===== src/rtl/igg_pkg.sv =====
package igg_pkg;

    typedef enum logic [1:0] {
        ST_OFF  = 2'd0,
        ST_COND = 2'd1,
        ST_GAP  = 2'd2
    } igg_state_t;

    localparam int unsigned IGG_NSEL = 5;

    function automatic int unsigned igg_max(input int unsigned a, input int unsigned b);
        return (a > b) ? a : b;
    endfunction

endpackage


===== src/rtl/igg_sel_decode.sv =====
module igg_sel_decode #(
    parameter int unsigned SEL_W = 3,
    parameter int unsigned CW    = 11,
    parameter int unsigned TMO_1 = 40,
    parameter int unsigned TMO_2 = 80,
    parameter int unsigned TMO_3 = 160,
    parameter int unsigned TMO_4 = 320,
    parameter int unsigned TMO_5 = 640
) (
    input  logic [SEL_W-1:0] sel_i,
    output logic             en_o,
    output logic [CW-1:0]    full_o
);
    import igg_pkg::*;

    localparam int unsigned TAB [IGG_NSEL] = '{TMO_1, TMO_2, TMO_3, TMO_4, TMO_5};

    logic [IGG_NSEL-1:0] hit;
    logic [CW-1:0]       part [IGG_NSEL];

    for (genvar i = 0; i < IGG_NSEL; i++) begin : g_entry
        assign hit[i]  = (sel_i == SEL_W'(i + 1));
        assign part[i] = hit[i] ? CW'(TAB[i]) : '0;
    end

    always_comb begin
        full_o = '0;
        for (int i = 0; i < IGG_NSEL; i++) begin
            full_o = full_o | part[i];
        end
    end

    assign en_o = |hit;

endmodule


===== src/rtl/igg_gap_timer.sv =====
module igg_gap_timer #(
    parameter int unsigned CW = 11
) (
    input  logic          clk,
    input  logic          rst_n,
    input  logic          run_i,
    input  logic          lim_half_i,
    input  logic [CW-1:0] full_i,
    output logic          expire_o,
    output logic          in_win_o
);
    logic [CW-1:0] cnt_q;
    logic [CW-1:0] nxt;
    logic [CW-1:0] lim;
    logic [CW-1:0] quarter;
    logic [CW-1:0] half;

    assign nxt     = cnt_q + CW'(1);
    assign quarter = full_i >> 2;
    assign half    = full_i >> 1;
    assign lim     = lim_half_i ? half : full_i;

    // nxt is the number of edges elapsed since the gap began or the last expiry
    assign expire_o = run_i && (nxt >= lim);
    assign in_win_o = (nxt >= quarter) && (nxt < half);

    always_ff @(posedge clk or negedge rst_n) begin
        if (!rst_n) begin
            cnt_q <= '0;
        end else if (!run_i || expire_o) begin
            cnt_q <= '0;
        end else begin
            cnt_q <= nxt;
        end
    end

    // the timer advances by one on each running cycle without expiry
    p_count_step_r2: assert property (@(posedge clk) disable iff (!rst_n)
        (run_i && !expire_o) |=> (cnt_q == $past(nxt)));

    // an expiry restarts the timer
    p_expire_restart_r3: assert property (@(posedge clk) disable iff (!rst_n)
        expire_o |=> (cnt_q == '0));

    // the timer is held at zero whenever it is not running
    p_idle_zero_r9: assert property (@(posedge clk) disable iff (!rst_n)
        !run_i |=> (cnt_q == '0));

endmodule


===== src/rtl/igg_fsm.sv =====
module igg_fsm
    import igg_pkg::*;
(
    input  logic clk,
    input  logic rst_n,
    input  logic en_i,
    input  logic cond_start_i,
    input  logic cond_end_i,
    input  logic expire_i,
    input  logic in_win_i,
    output logic run_o,
    output logic lim_half_o,
    output logic dis_o
);
    igg_state_t state_q, state_d;
    logic       half_q;
    logic       dis_q;

    always_comb begin
        state_d = state_q;
        unique case (state_q)
            ST_OFF: begin
                if (en_i) state_d = ST_COND;            // T_ENABLE
            end
            ST_COND: begin
                if (!en_i)           state_d = ST_OFF;  // T_DISABLE_FEATURE
                else if (cond_end_i) state_d = ST_GAP;  // T_GAP_BEGIN
            end
            ST_GAP: begin
                if (!en_i)             state_d = ST_OFF;  // T_DISABLE_FEATURE
                else if (cond_start_i) state_d = ST_COND; // T_GAP_END (R8: ends ignored here)
            end
            default: state_d = ST_OFF;
        endcase
    end

    always_ff @(posedge clk or negedge rst_n) begin
        if (!rst_n) state_q <= ST_COND;
        else        state_q <= state_d;
    end

    always_ff @(posedge clk or negedge rst_n) begin
        if (!rst_n) begin
            dis_q  <= 1'b0;
            half_q <= 1'b0;
        end else if (!en_i) begin
            dis_q  <= 1'b0;
            half_q <= 1'b0;
        end else if (cond_start_i) begin
            dis_q <= 1'b0;
            if (state_q == ST_GAP && in_win_i) half_q <= 1'b0;
        end else if (state_q == ST_GAP && expire_i) begin
            dis_q  <= 1'b1;
            half_q <= 1'b1;
        end
    end

    assign run_o      = en_i && (state_q == ST_GAP) && !cond_start_i;
    assign lim_half_o = half_q;
    assign dis_o      = dis_q;

    p_start_clears_r4: assert property (@(posedge clk) disable iff (!rst_n)
        (en_i && cond_start_i) |=> !dis_q);

    p_off_quiet_r7: assert property (@(posedge clk) disable iff (!rst_n)
        !en_i |=> (!dis_q && !half_q && state_q == ST_OFF));

    p_half_after_expire_r3: assert property (@(posedge clk) disable iff (!rst_n)
        expire_i |=> (half_q && dis_q));

    p_restore_r6: assert property (@(posedge clk) disable iff (!rst_n)
        (en_i && state_q == ST_GAP && cond_start_i && in_win_i) |=> !half_q);

    p_keep_limit_r5: assert property (@(posedge clk) disable iff (!rst_n)
        (en_i && state_q == ST_GAP && cond_start_i && !in_win_i) |=> (half_q == $past(half_q)));

    p_gap_needs_end_r9: assert property (@(posedge clk) disable iff (!rst_n)
        (state_q == ST_COND && !cond_end_i) |=> (state_q != ST_GAP));

endmodule


===== src/rtl/idle_gap_guard.sv =====
module idle_gap_guard #(
    parameter int unsigned SEL_W = 3,
    parameter int unsigned TMO_1 = 40,
    parameter int unsigned TMO_2 = 80,
    parameter int unsigned TMO_3 = 160,
    parameter int unsigned TMO_4 = 320,
    parameter int unsigned TMO_5 = 640
) (
    input  logic             clk,
    input  logic             rst_n,
    input  logic             cond_start_i,
    input  logic             cond_end_i,
    input  logic [SEL_W-1:0] tmo_sel_i,
    output logic             disable_o
);
    import igg_pkg::*;

    // every timeout is assumed to be at least 4 cycles
    localparam int unsigned TMO_MAX =
        igg_max(igg_max(igg_max(TMO_1, TMO_2), igg_max(TMO_3, TMO_4)), TMO_5);
    localparam int unsigned CW = $clog2(TMO_MAX + 1);

    logic          en;
    logic [CW-1:0] full;
    logic          run;
    logic          lim_half;
    logic          tmr_expire;
    logic          tmr_in_win;

    igg_sel_decode #(
        .SEL_W(SEL_W), .CW(CW),
        .TMO_1(TMO_1), .TMO_2(TMO_2), .TMO_3(TMO_3), .TMO_4(TMO_4), .TMO_5(TMO_5)
    ) u_dec (
        .sel_i (tmo_sel_i),
        .en_o  (en),
        .full_o(full)
    );

    igg_gap_timer #(.CW(CW)) u_tmr (
        .clk       (clk),
        .rst_n     (rst_n),
        .run_i     (run),
        .lim_half_i(lim_half),
        .full_i    (full),
        .expire_o  (tmr_expire),
        .in_win_o  (tmr_in_win)
    );

    igg_fsm u_fsm (
        .clk         (clk),
        .rst_n       (rst_n),
        .en_i        (en),
        .cond_start_i(cond_start_i),
        .cond_end_i  (cond_end_i),
        .expire_i    (tmr_expire),
        .in_win_i    (tmr_in_win),
        .run_o       (run),
        .lim_half_o  (lim_half),
        .dis_o       (disable_o)
    );

    // the flag only rises on an expiry
    p_rise_from_expire_r2: assert property (@(posedge clk) disable iff (!rst_n)
        $rose(disable_o) |-> $past(tmr_expire));

endmodule


===== config.mk =====
export PLATFORM = sky130hd
export DESIGN_NAME = idle_gap_guard
export DESIGN_NICKNAME = d
export VERILOG_FILES = /design/src/rtl/igg_pkg.sv /design/src/rtl/igg_sel_decode.sv /design/src/rtl/igg_gap_timer.sv /design/src/rtl/igg_fsm.sv /design/src/rtl/idle_gap_guard.sv
export SDC_FILE = /design/constraint.sdc
export NUM_CORES = 1
export LEC_CHECK = 0
export BUFFER_PORTS_ARGS = -buffer_cell sky130_fd_sc_hd__buf_2
export CAP_MARGIN = 15
export CELL_PAD_IN_SITES_DETAIL_PLACEMENT = 0
export CELL_PAD_IN_SITES_GLOBAL_PLACEMENT = 1
export CORE_MARGIN = 10
export CORE_UTILIZATION = 30
export DETAILED_ROUTE_END_ITERATION = 12
export PLACE_DENSITY_LB_ADDON = 0.1
export SLEW_MARGIN = 5
export SYNTH_ARGS = -nofsm -noshare
export SYNTH_HDL_FRONTEND = slang
export SYNTH_SLANG_ARGS = --single-unit
export TNS_END_PERCENT = 50

===== constraint.sdc =====
create_clock -name clk -period 2.9 [get_ports clk]
set_clock_uncertainty 0.2 [all_clocks]
set_input_delay 0.58 -clock clk [delete_from_list [all_inputs] [get_ports clk]]
set_output_delay 0.58 -clock clk [all_outputs]
set_load 0.02 [all_outputs]

==> flow_metrics.py <==
metrics = {
    "flow_run": {
        "maxCapViolCount": 0,
    },
    "timing": {
        "setup_viol": 0,
        "clock.fmax_ghz": 0.361,
        "period_needed_ps": 2770,
        "post-route-worst-setup-slack_ps": 131,
        "slew_headroom_pct": 69.7,
        "slew_violations": 0,
        "tightest_slew_ps": 443,
        "hold_slack_ps": 28.2,
        "fin_crit_sh_pct": 95.5,
        "hold_viol": 0,
    },
    "power_and_ir_drop": {
        "combPwrFrac_pct": 31.8,
        "power.share.sequential_pct": 37.8,
        "p_per_area_nw_per_um2": 371,
        "pwr-share-clk_pct": 30.4,
        "p_leak_nw": 0.801,
        "vdd_drop_max_uv": 328,
        "power_switching_uw": 196,
        "internal-power_uw": 421,
        "swShare_pct": 31.8,
    },
    "grt": {
        "grt_max_degree": 15,
        "grt_overflow_total": 0,
        "grt_pass1_vias": 1336,
        "grtUsageTotal_pct": 9.95,
        "grt_pass1_wl_um": 6020,
        "antenna_found_initial": 0,
    },
    "synth": {
        "async_flop_share_pct": 100,
        "synth_top_family_by_area": "simple AND/OR/NAND/NOR gates",
        "ys_warn_count": 0,
        "yosysSeqAreaShare_pct": 26.5,
        "postSynthCellCount": 157,
        "yosys.area_share.simple_pct": 28.6,
        "synth.largest_area_cell": "dfrtp_1",
        "yosysTopAreaCellShare_pct": 24.5,
        "synth_fa_ha_area_share_pct": 17.9,
        "postSynthAreaPerCell_um2": 8.46,
        "synth_cell_types": 45,
        "ys_seq_elements": 14,
        "syn-num-nets": 183,
        "syn_area_um2": 1330,
        "synthMuxAreaShare_pct": 0.847,
        "synth.most_common_cell": "ha_1",
        "synth_ff_type": "dfrtp_1",
        "synth_edf_count": 0,
        "synth_xor_area_share_pct": 5.27,
        "synth.area.top_cells": "dfrtp_1, ha_1, nor2_1",
        "synthTopCellsByCount": "ha_1, nor2_1, nand2_1",
        "synth-compound-area-share_pct": 16.0,
    },
    "routing": {
        "wirelength_um": 3750,
        "ant_nets": 0,
        "drt_iter0_drc": 64,
        "drt_first_pass_iters": 4,
        "vias": 1231,
        "via_per_inst": 5.13,
        "routedWlPerCell_um": 15.6,
        "drcViolationCount": 0,
    },
    "cells_and_area": {
        "final_util_pct": 38.4,
        "finish.instance_area_um2": 1660,
        "antennaDiodeCount": 0,
        "final_layout_size_suffix_gt1_share_pct": 26.6,
        "final_nets": 215,
        "fillCellCount": 471,
        "multi_input_area_um2": 937,
        "regArea_um2": 352,
        "area_growth_pct": 25.0,
    },
    "setup_path": {
        "worstSetupEndpointType": "flip-flop",
        "critPathArrivalTime_ps": 2740,
        "crit_path_start_kind": "flip-flop",
        "crit_type": "reg2reg",
        "crit_required_ps": 2870,
        "cp_max_fo": 5,
    },
    "die": {
        "initial_core_util_pct": 30.7,
        "core_area_um2": 4320,
        "pin_count": 8,
        "dieWidth_um": 86.6,
        "row_count": 24,
        "die_area_um2": 7490,
        "die_h_um": 86.6,
    },
    "placed_design": {
        "post-dp-hpwl_um": 3080,
        "placed_area_um2": 1570,
        "place_congestion": 0.862,
        "portBuffers": 7,
        "dp_slack_ps": -106,
    },
    "clock_tree": {
        "cts_sinks": 14,
        "cts_buffers": 3,
        "cts_max_level": 1,
        "clockRootBuffer": "clkbuf_8",
        "clk_pin_slew_ps": 60,
        "clk_latency_ps": 240,
        "clockBufferDepth": 2,
        "cts_tree": "built",
    },
    "outcome": {
        "outcome": "completed",
    },
    "hold_path": {
        "hold_path_class": "in2async",
    },
}
[path summary, 6_finish.rpt]
path                                               start                           end  slack (ps)  depth (start not counted)
worst max-delay path            u_tmr.cnt_q[5]$_DFF_PN0_      u_tmr.cnt_q[9]$_DFF_PN0_         130                         10
worst min-delay path                               rst_n      u_tmr.cnt_q[7]$_DFF_PN0_          30                          1
worst max register to register  u_tmr.cnt_q[5]$_DFF_PN0_      u_tmr.cnt_q[9]$_DFF_PN0_         130                         10
worst min register to register   u_fsm.dis_o$_DFFE_PN0P_       u_fsm.dis_o$_DFFE_PN0P_         290                          2
max in group asynchronous                          rst_n  u_fsm.state_q[0]$_DFFE_PN1P_        2180                          1
min in group clk                 u_fsm.dis_o$_DFFE_PN0P_       u_fsm.dis_o$_DFFE_PN0P_         290                          2
[repair_timing]
item | CTS | global route
endpoints found under the setup margin | 0 | 10
hold buffers | 0 | 0
resized for setup | 0 | 4
setup buffers | 0 | 1
[logic make-up after synthesis]
logic type | after synthesis
DFF | 14
muxes | 1
and+or+nand+nor | 70
adders and majority gates | 19
buffers and inverters | 15
AOI/OAI and AO/OA | 30
xor gates and xnor gates | 8
[placed cells by master (no fill, tap or decap), types with 2 or more instances in the layout]
| master | netlist | layout |
|---|---|---|
| nand4_1 | 5 | 5 |
| nand2_1 | 16 | 16 |
| ha_1 | 19 | 19 |
| nand3_1 | 7 | 7 |
| buf_2 | 1 | 7 |
| o21ai_0 | 4 | 4 |
| a21oi_1 | 7 | 6 |
| nand2b_1 | 5 | 5 |
| nor2b_1 | 3 | 3 |
| nor2b_2 | 4 | 4 |
| clkbuf_8 | 0 | 4 |
| o2111ai_1 | 2 | 2 |
| dfrtp_1 | 13 | 13 |
| inv_1 | 10 | 10 |
| xor2_1 | 3 | 3 |
| buf_4 | 0 | 24 |
| xnor2_1 | 5 | 5 |
| a31oi_1 | 3 | 3 |
| a21oi_2 | 1 | 2 |
| nor2_1 | 17 | 17 |
| a21o_1 | 3 | 3 |
[power groups by stage]
| stage | Sequential (mW) | Clock [mW] | Combinational, mW |
|---|---|---|---|
| floorplan | 0.223 | 0 | 0.140 |
| global placement | 0.235 | 0 | 0.184 |
| detailed placement | 0.236 | 0 | 0.186 |
| CTS | 0.232 | 0.195 | 0.187 |
| global route | 0.236 | 0.206 | 0.223 |
| finish | 0.233 | 0.187 | 0.196 |
[layer usage]
layer | vias up | track usage (%) | share of wire (%)
met2 | 12 | 17.2 | 48
met3 | 4 | 1.41 | 1.8
li1 | 637 | - | -
met4 | 0 | 4.12 | 1.5
met1 | 578 | 12.0 | 49
met5 | - | 0 | 0
[sequential cells by signal, summed over array words and instances (netlist names)]
name and cells:
u_tmr.cnt_q 10, u_fsm.dis_o 1, u_fsm.state_q 2, u_fsm.lim_half_o 1
[worst max-delay path, stage by stage (launching register included)]
cell and delay (ps):
dfrtp_1 390, and4_4 250, nand4_1 120, xor2_1 230
inv_1 110, ha_1 320, and4_1 220, a21oi_2 160
o211ai_1 180, a211o_2 410, a21oi_2 120
[cell type report]
type / instances / share of cell area [%]
Sequential cell: 14 / 21.2
Inverter: 10 / 2.26
Timing Repair Buffer: 31 / 13.0
Clock buffer: 4 / 3.31
Tap cell: 52 / 3.92
Multi-Input combinational cell: 129 / 56.4
[metrics by stage]
step           power (mW)  setup TNS (ps)  cells
6_report            0.616               0    240
5_1_grt             0.665           -24.7    240
4_1_cts             0.615               0    238
3_5_place_dp        0.422            -975    234
3_3_place_gp        0.419            -569    234
2_1_floorplan       0.363               0    157
Power figures use the tool's default switching activity.
